File: config.mk
export PLATFORM = sky130hd
export DESIGN_NAME = sdo_fault_ctl
export DESIGN_NICKNAME = d
export VERILOG_FILES = /design/src/rtl/fault_ctl_pkg.sv /design/src/rtl/fault_merge.sv /design/src/rtl/power_resolve.sv /design/src/rtl/loss_action.sv /design/src/rtl/sdo_fault_ctl.sv
export SDC_FILE = /design/constraint.sdc
export NUM_CORES = 1
export LEC_CHECK = 0
export BUFFER_PORTS_ARGS = -buffer_cell sky130_fd_sc_hd__buf_2
export CORE_AREA = 10 10 47 49
export DETAILED_ROUTE_END_ITERATION = 6
export DIE_AREA = 0 0 57 59
export PLACE_DENSITY_LB_ADDON = 0.25
export SYNTH_ARGS = -nofsm -noshare
export SYNTH_HDL_FRONTEND = slang
export SYNTH_HIERARCHICAL = 1
export SYNTH_SLANG_ARGS = --single-unit
File: constraint.sdc
create_clock -name clk -period 0.8 [get_ports clk]
set_clock_uncertainty 0.1 [all_clocks]
set_input_delay 0.16 -clock clk [delete_from_list [all_inputs] [get_ports clk]]
set_output_delay 0.16 -clock clk [all_outputs]
set_load 0.01 [all_outputs]
File: src/rtl/fault_ctl_pkg.sv
package fault_ctl_pkg;

    parameter int NUM_TERM = 4;
    parameter int NUM_OUT  = 2;
    localparam int NUM_COND = NUM_TERM + 1;

    typedef enum logic [1:0] {
        LOSS_NONE   = 2'b00,
        LOSS_MUTE   = 2'b01,
        LOSS_OFFSET = 2'b10
    } loss_cmd_e;

    typedef struct packed {
        logic en_pin;
        logic loss_link;
        logic sig_present;
    } pwr_ctl_t;

    // Termination flag: fault when the flag differs from its polarity bit.
    function automatic logic term_fault(input logic flag, input logic inv);
        return flag ^ inv;
    endfunction

    // Signal flag is 1 when present: fault when it equals its polarity bit.
    function automatic logic sig_fault(input logic present, input logic inv);
        return ~(present ^ inv);
    endfunction

    // Precedence: force_on, then force_off, then the live signal flag.
    function automatic logic loss_applies(input logic present,
                                          input logic f_off,
                                          input logic f_on);
        if (f_on)  return 1'b0;
        if (f_off) return 1'b1;
        return ~present;
    endfunction

endpackage

File: src/rtl/fault_merge.sv
module fault_merge
    import fault_ctl_pkg::*;
#(
    parameter int N_TERM = NUM_TERM
) (
    input  logic              clk,
    input  logic              rst,
    input  logic [N_TERM-1:0] term_flag,
    input  logic [N_TERM-1:0] term_mask,
    input  logic [N_TERM-1:0] term_inv,
    input  logic              sig_present,
    input  logic              sig_mask,
    input  logic              sig_inv,
    output logic              fault_n
);
    localparam int N_COND = N_TERM + 1;

    logic [N_COND-1:0] cond_hit;
    logic [N_COND-1:0] cond_mask;
    logic              any_fault;

    for (genvar i = 0; i < N_TERM; i++) begin : g_term
        assign cond_hit[i]  = term_fault(term_flag[i], term_inv[i]);
        assign cond_mask[i] = term_mask[i];
    end
    assign cond_hit[N_COND-1]  = sig_fault(sig_present, sig_inv);
    assign cond_mask[N_COND-1] = sig_mask;

    assign any_fault = |(cond_hit & ~cond_mask);

    always_ff @(posedge clk) begin
        if (rst) fault_n <= 1'b1;
        else     fault_n <= ~any_fault;
    end

    assert_reset_idle_R1: assert property (@(posedge clk)
        rst |=> fault_n);

    assert_all_masked_R4: assert property (@(posedge clk) disable iff (rst)
        (&term_mask && sig_mask) |=> fault_n);

    assert_sig_polarity_R3: assert property (@(posedge clk) disable iff (rst)
        (!sig_mask && (sig_present == sig_inv)) |=> !fault_n);

    assert_term_polarity_R2: assert property (@(posedge clk) disable iff (rst)
        (|((term_flag ^ term_inv) & ~term_mask)) |=> !fault_n);

endmodule

File: src/rtl/power_resolve.sv
module power_resolve
    import fault_ctl_pkg::*;
#(
    parameter int N_OUT = NUM_OUT
) (
    input  logic             clk,
    input  logic             rst,
    input  pwr_ctl_t         ctl,
    input  logic [N_OUT-1:0] pd_bits,
    input  logic             rate_pin,
    input  logic             rate_bit,
    output logic [N_OUT-1:0] pd_out,
    output logic             slow_rate
);
    logic force_down;

    assign force_down = ~ctl.en_pin | (ctl.loss_link & ~ctl.sig_present);

    for (genvar k = 0; k < N_OUT; k++) begin : g_out
        assign pd_out[k] = force_down | pd_bits[k];
    end

    assign slow_rate = rate_pin | rate_bit;

    assert_enable_low_R5: assert property (@(posedge clk) disable iff (rst)
        !ctl.en_pin |-> (&pd_out));

    assert_link_loss_R7: assert property (@(posedge clk) disable iff (rst)
        (ctl.loss_link && !ctl.sig_present) |-> (&pd_out));

    assert_rate_pin_R8: assert property (@(posedge clk) disable iff (rst)
        rate_pin |-> slow_rate);

endmodule

File: src/rtl/loss_action.sv
module loss_action
    import fault_ctl_pkg::*;
(
    input  logic clk,
    input  logic rst,
    input  logic sig_present,
    input  logic mute_sel,
    input  logic force_off,
    input  logic force_on,
    output logic mute_cmd,
    output logic offset_cmd
);
    loss_cmd_e cmd;

    always_comb begin
        cmd = LOSS_NONE;
        if (loss_applies(sig_present, force_off, force_on))
            cmd = mute_sel ? LOSS_MUTE : LOSS_OFFSET;
    end

    assign mute_cmd   = (cmd == LOSS_MUTE);
    assign offset_cmd = (cmd == LOSS_OFFSET);

    assert_cmd_exclusive_R9: assert property (@(posedge clk) disable iff (rst)
        $countones({mute_cmd, offset_cmd}) <= 1);

    assert_force_on_wins_R10: assert property (@(posedge clk) disable iff (rst)
        force_on |-> (!mute_cmd && !offset_cmd));

    assert_present_quiet_R9: assert property (@(posedge clk) disable iff (rst)
        (sig_present && !force_off) |-> (!mute_cmd && !offset_cmd));

endmodule

File: src/rtl/sdo_fault_ctl.sv
module sdo_fault_ctl
    import fault_ctl_pkg::*;
(
    input  logic                clk,
    input  logic                rst,
    input  logic                sig_present,
    input  logic [NUM_TERM-1:0] term_flag,
    input  logic [NUM_TERM-1:0] term_mask,
    input  logic [NUM_TERM-1:0] term_inv,
    input  logic                sig_mask,
    input  logic                sig_inv,
    input  logic                en_pin,
    input  logic [NUM_OUT-1:0]  pd_bits,
    input  logic                loss_link,
    input  logic                rate_pin,
    input  logic                rate_bit,
    input  logic                mute_sel,
    input  logic                force_off,
    input  logic                force_on,
    output logic                fault_n,
    output logic [NUM_OUT-1:0]  pd_out,
    output logic                slow_rate,
    output logic                mute_cmd,
    output logic                offset_cmd
);
    pwr_ctl_t pctl;

    assign pctl.en_pin      = en_pin;
    assign pctl.loss_link   = loss_link;
    assign pctl.sig_present = sig_present;

    fault_merge #(.N_TERM(NUM_TERM)) u_merge (
        .clk         (clk),
        .rst         (rst),
        .term_flag   (term_flag),
        .term_mask   (term_mask),
        .term_inv    (term_inv),
        .sig_present (sig_present),
        .sig_mask    (sig_mask),
        .sig_inv     (sig_inv),
        .fault_n     (fault_n)
    );

    power_resolve #(.N_OUT(NUM_OUT)) u_power (
        .clk       (clk),
        .rst       (rst),
        .ctl       (pctl),
        .pd_bits   (pd_bits),
        .rate_pin  (rate_pin),
        .rate_bit  (rate_bit),
        .pd_out    (pd_out),
        .slow_rate (slow_rate)
    );

    loss_action u_loss (
        .clk         (clk),
        .rst         (rst),
        .sig_present (sig_present),
        .mute_sel    (mute_sel),
        .force_off   (force_off),
        .force_on    (force_on),
        .mute_cmd    (mute_cmd),
        .offset_cmd  (offset_cmd)
    );

endmodule

# == Word level (Yosys, flattened, before mapping) ==
# Index checks and enable logic that the tools add are counted.
# totals
register_bits,1
elab_cells,29
# op_classes
bitwise_logic,16
eq_ne,2
muxes,9
n_reduce_logical,1
# op_table
cell,n
$mux W1,7
$and A5 B5 Y5,1
$not A5 Y5,1
$reduce_or A5 Y1,1
$xor A1 B1 Y1,5
$mux W2,2
$not A1 Y1,4
$or A1 B1 Y1,4
$eq A2 B1 Y1 const B,1
$eq A2 B2 Y1 const B,1
$and A1 B1 Y1,1

# == Longest topological paths before layout ==
# Gate-level depths: netlist of run 1.
# logic_depth
ltp_word,6
mapped_depth,3

# == Modules after synthesis ==
# Netlist of run 1, hierarchy kept.
# by_module_without_submodules
mod,instances,cells_per_inst,area_per_inst_um2,seq_area_each_um2
fault_merge,1,11,96.3,20.0
loss_action,1,3,36.3,0.0
power_resolve,1,4,35.0,0.0

# == Least setup slack after synthesis of run 1 ==
# Ideal clock, no wire load.
# synth_path
path_type,input to register
start,in term_inv[1]
end,reg u_merge.fault_n
arrival_time_ns,0.573
t_required_ns,0.616
setup_slack_ns,0.043
path_stages,3
path_cell_list,xnor2_1 -> o22ai_1 -> o31ai_2
# synth_between
elab_chain_cells,4
# synth_rtl
item,line,text
"start, declared",sdo_fault_ctl.sv:9,"input logic [NUM_TERM-1:0] term_inv,"
$xor A1 B1 Y1,fault_ctl_pkg.sv:21,return flag ^ inv;
$and A5 B5 Y5,fault_merge.sv:29,assign any_fault = |(cond_hit & ~cond_mask);
$reduce_or A5 Y1,fault_merge.sv:29,
$not A1 Y1,fault_merge.sv:33,else fault_n <= ~any_fault;
"end signal, assigned",fault_merge.sv:33,
"end, declared",fault_merge.sv:14,output logic fault_n
# Every way passes these cells.
# A chain may end at the register's enable or synchronous reset.

# == Worst setup path after layout of run 1 ==
# layout_path
start,in sig_present
end,out mute_cmd
# layout_between
elab_chain_cells,5
# layout_rtl
item,line,text
"start, declared",sdo_fault_ctl.sv:6,"input logic sig_present,"
$not A1 Y1,fault_ctl_pkg.sv:35,return ~present;
$mux W1,fault_ctl_pkg.sv:35,
$mux W1,fault_ctl_pkg.sv:34,if (f_off) return 1'b1;
$mux W2,loss_action.sv:17,"if (loss_applies(sig_present, force_off, force_on))"
$eq A2 B1 Y1,loss_action.sv:21,assign mute_cmd = (cmd == LOSS_MUTE);
"end, declared",sdo_fault_ctl.sv:23,"output logic mute_cmd,"
# Every way passes these cells.

==> results.toml, run 1 <==
[worst_setup_path]
slowest_delay_ns = 0.15
cp_slowest_cell = "buf_2"
cp-end-kind = "primary output"
path_delay_family = "simple AND/OR/NAND/NOR gates"
crit_buf_inv = 2
cp_data_arrival_time_ns = 0.67
critical_path_depth = 4
critPathMaxFanout = 3
required_ns = 0.54
path_cells = "buf_6, nor2b_4, nor3b_2, buf_2"
crit_path_start_kind = "input port"
crit_type = "in -> out"

[global_routing]
grt_overflow = 0
grt_pass1_vias = 262
antenna_found_initial = 0
track_usage = 0.0399
grt_max_degree = 4
grt_pass1_wl_microns = 1160

[detailed_routing]
first_pass_iters = 2
drt_wl_total_microns = 770
vias = 253
viasPerCell = 3.89
drtAntennaViolNets = 0
routedWlPerCell_microns = 11.8
drt_iter0_drc = 4
drc = 0

[sta]
min_period_ns = 0.933
rsz0062_at_grt = "yes"
hold_viol = 0
tightest_slew_ns = 0.185
fin_ws_ns = -0.133
setup_viol = 6
period_share = 1.17
setup_tns_ns = -0.465
slew_headroom = 0.877
slew_viol_final = 0
max_clock_freq_ghz = 1.07

[die]
die_area_sq_um = 3360
fp.dieW_microns = 57
ios = 32
initial_core_util = 0.120
core_area_sq_um = 1400
die_h_microns = 59
rows = 14

[logic_synthesis]
avgSynthCellArea_sq_um = 9.31
synth_area_sq_um = 168
syn-instance-count = 18
yosysSeqAreaShare = 0.119
syn_nets = 44
synth_top_area_frac = 0.209
synth_cell_type_count = 13
ys_ff_latch = 1
yosys-top-cells-area = "xnor2_1, dfxtp_1, nand3b_1"
synth.largest_area_cell = "xnor2_1"
yosysWarnings = 6

[flow_run]
maxCapViolations = 0

[status]
outcome = "finished, violations left"
violations = "negative setup slack"

[power_and_ir_drop]
ir_worst_vdd_mv = 0.146
power.density_nw_per_um2 = 637
power_leakage_nw = 0.198

[cells_and_area]
final_util = 0.269
area_delta_synth_final_pct = 125
reg_top3 = "u_merge/fault_n x1"
regMostFlops = "u_merge/fault_n"
num_antenna_cells = 0
drive_gt1_frac = 0.796
largest_register_ffs = 1
fin_nets = 77

[clocking]
postCtsHoldBufs = 0
path_clk_slew_ns = 0

[placement]
io_buffer_count = 31
globalplace.congestion = 0.599

[hold_path]
hold_end = "u_merge/fault_n"
hold_depth = 3
min_from = "rst"
hold_class = "in -> reg"
[worst max-delay path by stage]
| stage | from | endpoint | slack, ns |
|---|---|---|---|
| floorplan | term_inv[1] | u_merge/fault_n | 0.04 |
| global placement | term_inv[3] | u_merge/fault_n | -0.16 |
| detailed placement | term_inv[1] | u_merge/fault_n | -0.18 |
| CTS | sig_present | mute_cmd | -0.16 |
| global route | sig_present | mute_cmd | -0.17 |
| finish | sig_present | mute_cmd | -0.13 |
[stage by stage]
stage / hold WS (ns) / cell area [sq um] / instances / total power [W] / worst slack (ns)
global placement: 0.255 / 343 / 65 / 0.000219 / -0.156
detailed placement: 0.251 / 343 / 65 / 0.000221 / -0.181
floorplan: 0.158 / 168 / 18 / 0.000129 / 0.0426
finish: 0.249 / 377 / 65 / 0.000240 / -0.133
CTS: 0.253 / 363 / 65 / 0.000233 / -0.163
global route: 0.268 / 377 / 65 / 0.000257 / -0.174
[synth_stat cells]
cell type and n:
dfxtp_1 1, inv_1 1, nand2b_4 1, nand3b_1 2, nor2_1 1, nor2b_4 1
nor3_2 1, nor3b_2 1, o22ai_1 2, o31ai_2 1, or2_1 1, xnor2_1 4
xor2_1 1
[logic make-up (layout without fill, tap and decap cells)]
family	Yosys count	in the layout	synth area share
DFF	1	1	0.119
buffers and inverters	1	32	0.0224
and+or+nand+nor	8	8	0.448
AOI/OAI and AO/OA	3	3	0.149
xor gates and xnor gates	5	5	0.261
[cells in the final DEF, fill, tap and decap left out, types with 2 or more instances in the layout]
cell | netlist | final
buf_2 | 0 | 29
nand3b_1 | 2 | 2
xnor2_1 | 4 | 2
xnor2_2 | 0 | 2
buf_6 | 0 | 2
[power by group]
group | total (W) | leakage, nW | switching (W) | internal [W]
logic | 0.000183 | 0.190 | 0.0000718 | 0.000111
registers | 0.0000569 | 0.00842 | 0.000000834 | 0.0000561
clock network | 0 | 0 | 0 | 0
[final cells by class]
cell class	instances	area, sq um
multi-input combinational	16	165
timing repair buffer	31	168
fill	161	1020
inverter	1	3.75
tap	16	20.0
sequential	1	20.0
[what timing repair did]
action / 4_1_cts / 5_1_grt
buffers inserted: 0 / 0
gates cloned: 0 / 0
endpoints found under the setup margin: 6 / 6
resized for setup: 3 / 2
pin swaps: 4 / 3
[metal layers]
layer,share of wire,global-route usage
met5,0,0
met4,0,0
met2,0.26,0.0465
met3,0.34,0.0536
met1,0.41,0.0443
Note: power is estimated with default switching activity, not from simulation.
==> run 2, diff against run 1 <==
--- a/config.mk
+++ b/config.mk
@@ -9,6 +9,7 @@
 export CORE_AREA = 10 10 47 49
 export DETAILED_ROUTE_END_ITERATION = 6
 export DIE_AREA = 0 0 57 59
+export GPL_TIMING_DRIVEN = 0
 export PLACE_DENSITY_LB_ADDON = 0.25
 export SYNTH_ARGS = -nofsm -noshare
 export SYNTH_HDL_FRONTEND = slang
==> run 2 against run 1 <==
  * The flow still finishes with violations (negative setup slack)
  * Die area is the same
  * Maximum frequency shrank 1.6%
  * Cell count is the same
  * Worst setup slack lost 0.015 ns
  * Final area grew 9.0%
  * First-iteration DRC count shrank 100%
  * Via count grew 4.0%
  * Worst hold slack gained 0.0068 ns
  * Sequential share of layout area shrank 0.44 points
  * Wire length grew 7.1%
  * Sequential power is essentially flat
  * Utilization grew 2.4 points
==> results.toml, run 2 (same netlist as run 1, synthesis figures left out) <==
[detailed_routing]
vias = 263
drc = 0
drt_iter0_drc = 0
route.met2.wl_microns = 278
viasPerCell = 4.05
drt_wl_total_microns = 825
wl_met3_microns = 222
first_pass_iters = 1
drt-met1-wl_microns = 324
highest_layer = "met3"
routedWlPerCell_microns = 12.7
drtAntennaViolNets = 0

[power_and_ir_drop]
ir_worst_vdd_mv = 0.150
power.density_nw_per_um2 = 641
power_leakage_nw = 0.217

[status]
violations = "negative setup slack"
outcome = "finished, violations left"

[worst_setup_path]
crit_buf_inv = 1
path_delay_family = "compound AO/OA/AOI/OAI gates"
cp_data_arrival_time_ns = 0.76
crit_type = "in -> reg"
required_ns = 0.61
cp_slowest_cell = "o31ai_2"
slowest_delay_ns = 0.21
path_cells = "buf_2, xnor2_2, o22ai_2, o31ai_2"
crit_path_start_kind = "input port"
critPathMaxFanout = 1
cp-end-kind = "flop"

[sta]
slew_viol_final = 0
max_clock_freq_ghz = 1.05
rsz0062_at_grt = "yes"
min_period_ns = 0.948
hold_viol = 0
fin_ws_ns = -0.148
tightest_slew_ns = 0.169
period_share = 1.18
setup_viol = 6
slew_headroom = 0.887

[cells_and_area]
final_util = 0.293
regMostFlops = "u_merge/fault_n"
layout_commonest_cell = "buf_2"
reg_top3 = "u_merge/fault_n x1"
drive_gt1_frac = 0.857
largest_register_ffs = 1
area_delta_synth_final_pct = 145
fin_nets = 77
num_antenna_cells = 0
final_cell_mix = "buf_2, buf_6, xnor2_2, o22ai_2, nand3b_1"

[die]
die_h_microns = 59
fp.dieW_microns = 57
core_area_sq_um = 1400
initial_core_util = 0.120
ios = 32
rows = 14
die_area_sq_um = 3360

[clocking]
cts_setup_buffers = 0
path_clk_slew_ns = 0

[global_routing]
grt_pass1_vias = 290
grt_pass1_wl_microns = 1230
grt_overflow = 0
track_usage = 0.0407
grt_max_degree = 4
antenna_found_initial = 0

[placement]
globalplace.congestion = 0.618
dp_slack_ns = -0.190
io_buffer_count = 31
hpwl_microns = 714

[flow_run]
maxCapViolations = 0

[hold_path]
hold_class = "in -> reg"
-- run 2: cell counts in the layout (fill, tap and decap cells not counted) --
Identical to the previous run, type by type.
-- run 2: where the power goes --
part | internal (W) | switching, W
registers | 0.0000561 | 0.00000104
clock network | 0 | 0
logic | 0.000126 | 0.0000797
-- run 2: metal layers --
layer | global-route usage | up-vias
met5 | 0 | -
met4 | 0 | 0
met3 | 0.0472 | 0
met2 | 0.0512 | 33
met1 | 0.0465 | 104
li1 | - | 126
-- run 2: stage by stage --
step                      TNS (ns)  hold slack (ns)  instances  instance area [sq um]  power, W
after floorplan                  0            0.158         18                    168  0.000129
after global placement      -0.625            0.255         65                    343  0.000219
after detailed placement    -0.685            0.261         65                    343  0.000222
after CTS                   -0.529            0.262         65                    363  0.000233
after global routing        -0.682            0.275         65                    410  0.000282
final                       -0.475            0.256         65                    410  0.000263
-- run 2: final cells by class --
cell class	count	area [sq um]
fill	154	991
multi-input combinational	16	186
timing repair buffer	31	180
sequential	1	20.0
tap	16	20.0
inverter	1	3.75
-- run 2: repair_timing --
item	CTS	global route
gates resized for setup	4	7
setup endpoints to repair	6	6
endpoints found under the hold margin	0	0
hold buffers	0	0
pin swaps	6	8
-- run 2: worst min-delay path: cells and delay by family --
| family | cells | cell delay (ns) |
|---|---|---|
| buffers and inverters | 2 | 0.11 |
| AO/OA/AOI/OAI | 1 | 0.05 |
-- run 2: path summary, 6_finish.rpt --
check / start / endpoint / depth (start not counted)
worst max-delay path: term_inv[2] / u_merge/fault_n / 4
worst min-delay path: rst / u_merge/fault_n / 3
==> run 3, diff against run 2 <==
--- a/config.mk
+++ b/config.mk
@@ -10,7 +10,7 @@
 export DETAILED_ROUTE_END_ITERATION = 6
 export DIE_AREA = 0 0 57 59
 export GPL_TIMING_DRIVEN = 0
-export PLACE_DENSITY_LB_ADDON = 0.25
+export PLACE_DENSITY = 0.55
 export SYNTH_ARGS = -nofsm -noshare
 export SYNTH_HDL_FRONTEND = slang
 export SYNTH_HIERARCHICAL = 1
==> constraint.sdc (replaced) <==
create_clock -name clk -period 0.8 [get_ports clk]
set_clock_uncertainty 0.1 [all_clocks]
set_input_delay 0.16 -clock clk [delete_from_list [all_inputs] [get_ports clk]]
set_output_delay 0.16 -clock clk [all_outputs]
set_load 0.1 [all_outputs]
==> run 3 against run 2 <==
  * Combinational power rose by 82%
  * Largest cell class is now non-clock buffers
  * Largest power group unchanged
  * Flip-flop and latch count did not move
  * Die area stayed put
  * The run still ends with negative setup slack left
  * Critical path depth unchanged
==> results.toml, run 3 (same netlist as run 1, synthesis figures left out) <==
[cells_and_area]
fillCellCount = 161
drive_gt1_frac = 0.800
reg_top3 = "u_merge/fault_n x1"
final_util = 0.346
area_delta_synth_final_pct = 189
final_cell_mix = "buf_2, buf_12, buf_6, xnor2_1"
regMostFlops = "u_merge/fault_n"
fin_nets = 78
num_antenna_cells = 0
largest_register_ffs = 1
layout_commonest_cell = "buf_2"

[sta]
hold_viol = 0
fin_ws_ns = -0.257
setup_tns_ns = -1.03
rsz0062_at_grt = "yes"
fin_hold_ws_ns = 0.250
slew_viol_final = 0
min_period_ns = 1.06
tightest_slew_ns = 0.203
slew_headroom = 0.865
max_clock_freq_ghz = 0.946
setup_viol = 6
period_share = 1.32

[worst_setup_path]
critPathMaxFanout = 3
slowest_delay_ns = 0.20
cp_data_arrival_time_ns = 0.80
cp-end-kind = "primary output"
crit_type = "in -> out"
required_ns = 0.54
crit_path_start_kind = "input port"
cp_slowest_cell = "nor3b_4"
path_cells = "buf_8, nor2b_4, nor3b_4, buf_12"

[die]
fp.dieW_microns = 57
die_area_sq_um = 3360
rows = 14
core_area_sq_um = 1400
ios = 32
initial_core_util = 0.120
die_h_microns = 59

[hold_path]
hold_class = "in -> reg"

[detailed_routing]
first_pass_iters = 1
drtAntennaViolNets = 0
drt_iter0_drc = 0
drc = 0
routedWlPerCell_microns = 11.7
drt_wl_total_microns = 774
vias = 251
viasPerCell = 3.80

[power_and_ir_drop]
power_leakage_nw = 0.237
ir_worst_vdd_mv = 0.256
power.density_nw_per_um2 = 895

[global_routing]
grt_max_degree = 4
grt_overflow = 0
grt_pass1_vias = 280
antenna_found_initial = 0
grt_pass1_wl_microns = 1200
track_usage = 0.0414

[clocking]
path_clk_slew_ns = 0

[status]
outcome = "finished, violations left"
violations = "negative setup slack"

[flow_run]
maxCapViolations = 0

[placement]
io_buffer_count = 31
globalplace.congestion = 0.538
==> run 3: cell count changes in the layout (fill, tap and decap cells not counted), moves of 2 or more <==
cell	before	now
buf_12	0	5
buf_2	27	22
xnor2_1	0	3
xnor2_2	4	1
o22ai_1	0	2
o22ai_2	2	0
==> run 3: where the power goes <==
| group | leakage (nW) | internal (W) | switching [W] | total, W |
|---|---|---|---|---|
| registers | 0.00866 | 0.0000566 | 0.00000211 | 0.0000587 |
| clock network | 0 | 0 | 0 | 0 |
| logic | 0.228 | 0.000168 | 0.000207 | 0.000375 |
| total | 0.237 | 0.000225 | 0.000209 | 0.000433 |
==> run 3: final timing paths <==
check | startpoint | end | slack (ns) | cells after the start
setup / recovery | sig_present | mute_cmd | -0.26 | 4
hold / removal | rst | u_merge/fault_n | 0.25 | 3
==> run 3: routing by layer <==
metal | wire length (microns) | up-vias | track usage
li1 | - | 127 | -
met1 | 183 | 115 | 0.0343
met2 | 543 | 9 | 0.0977
met3 | 46 | 0 | 0.00858
met4 | 0 | 0 | 0
met5 | 0 | - | 0
==> run 3: what timing repair did <==
| action | 4_1_cts | 5_1_grt |
|---|---|---|
| hold endpoints to repair | 0 | 0 |
| buffers inserted | 2 | 0 |
| hold buffers | 0 | 0 |
| setup endpoints to repair | 7 | 6 |
| pin swaps | 6 | 5 |
| resized for setup | 27 | 3 |
==> run 3: final cells by class <==
cell class,instances,area [sq um],share of cell area
Sequential cell,1,23.8,0.0491
Inverter,1,3.75,0.00775
Multi-Input combinational cell,16,166,0.344
Timing Repair Buffer,32,270,0.558
Tap cell,16,20.0,0.0413
==> run 3: through the flow <==
stage                     instances  cell area (sq um)  setup WS [ns]  total power, W
after detailed placement         65                362         -0.485        0.000358
after CTS                        67                478         -0.278        0.000433
after global placement           65                362         -0.481        0.000355
after floorplan                  18                186         -0.575        0.000265
after global routing             66                484         -0.282        0.000454
final                            66                484         -0.257        0.000433
==> run 3: worst max-delay path: cells and delay by family <==
| family | cells | cell delay (ns) |
|---|---|---|
| simple gates | 2 | 0.33 |
| buf+inv | 2 | 0.30 |
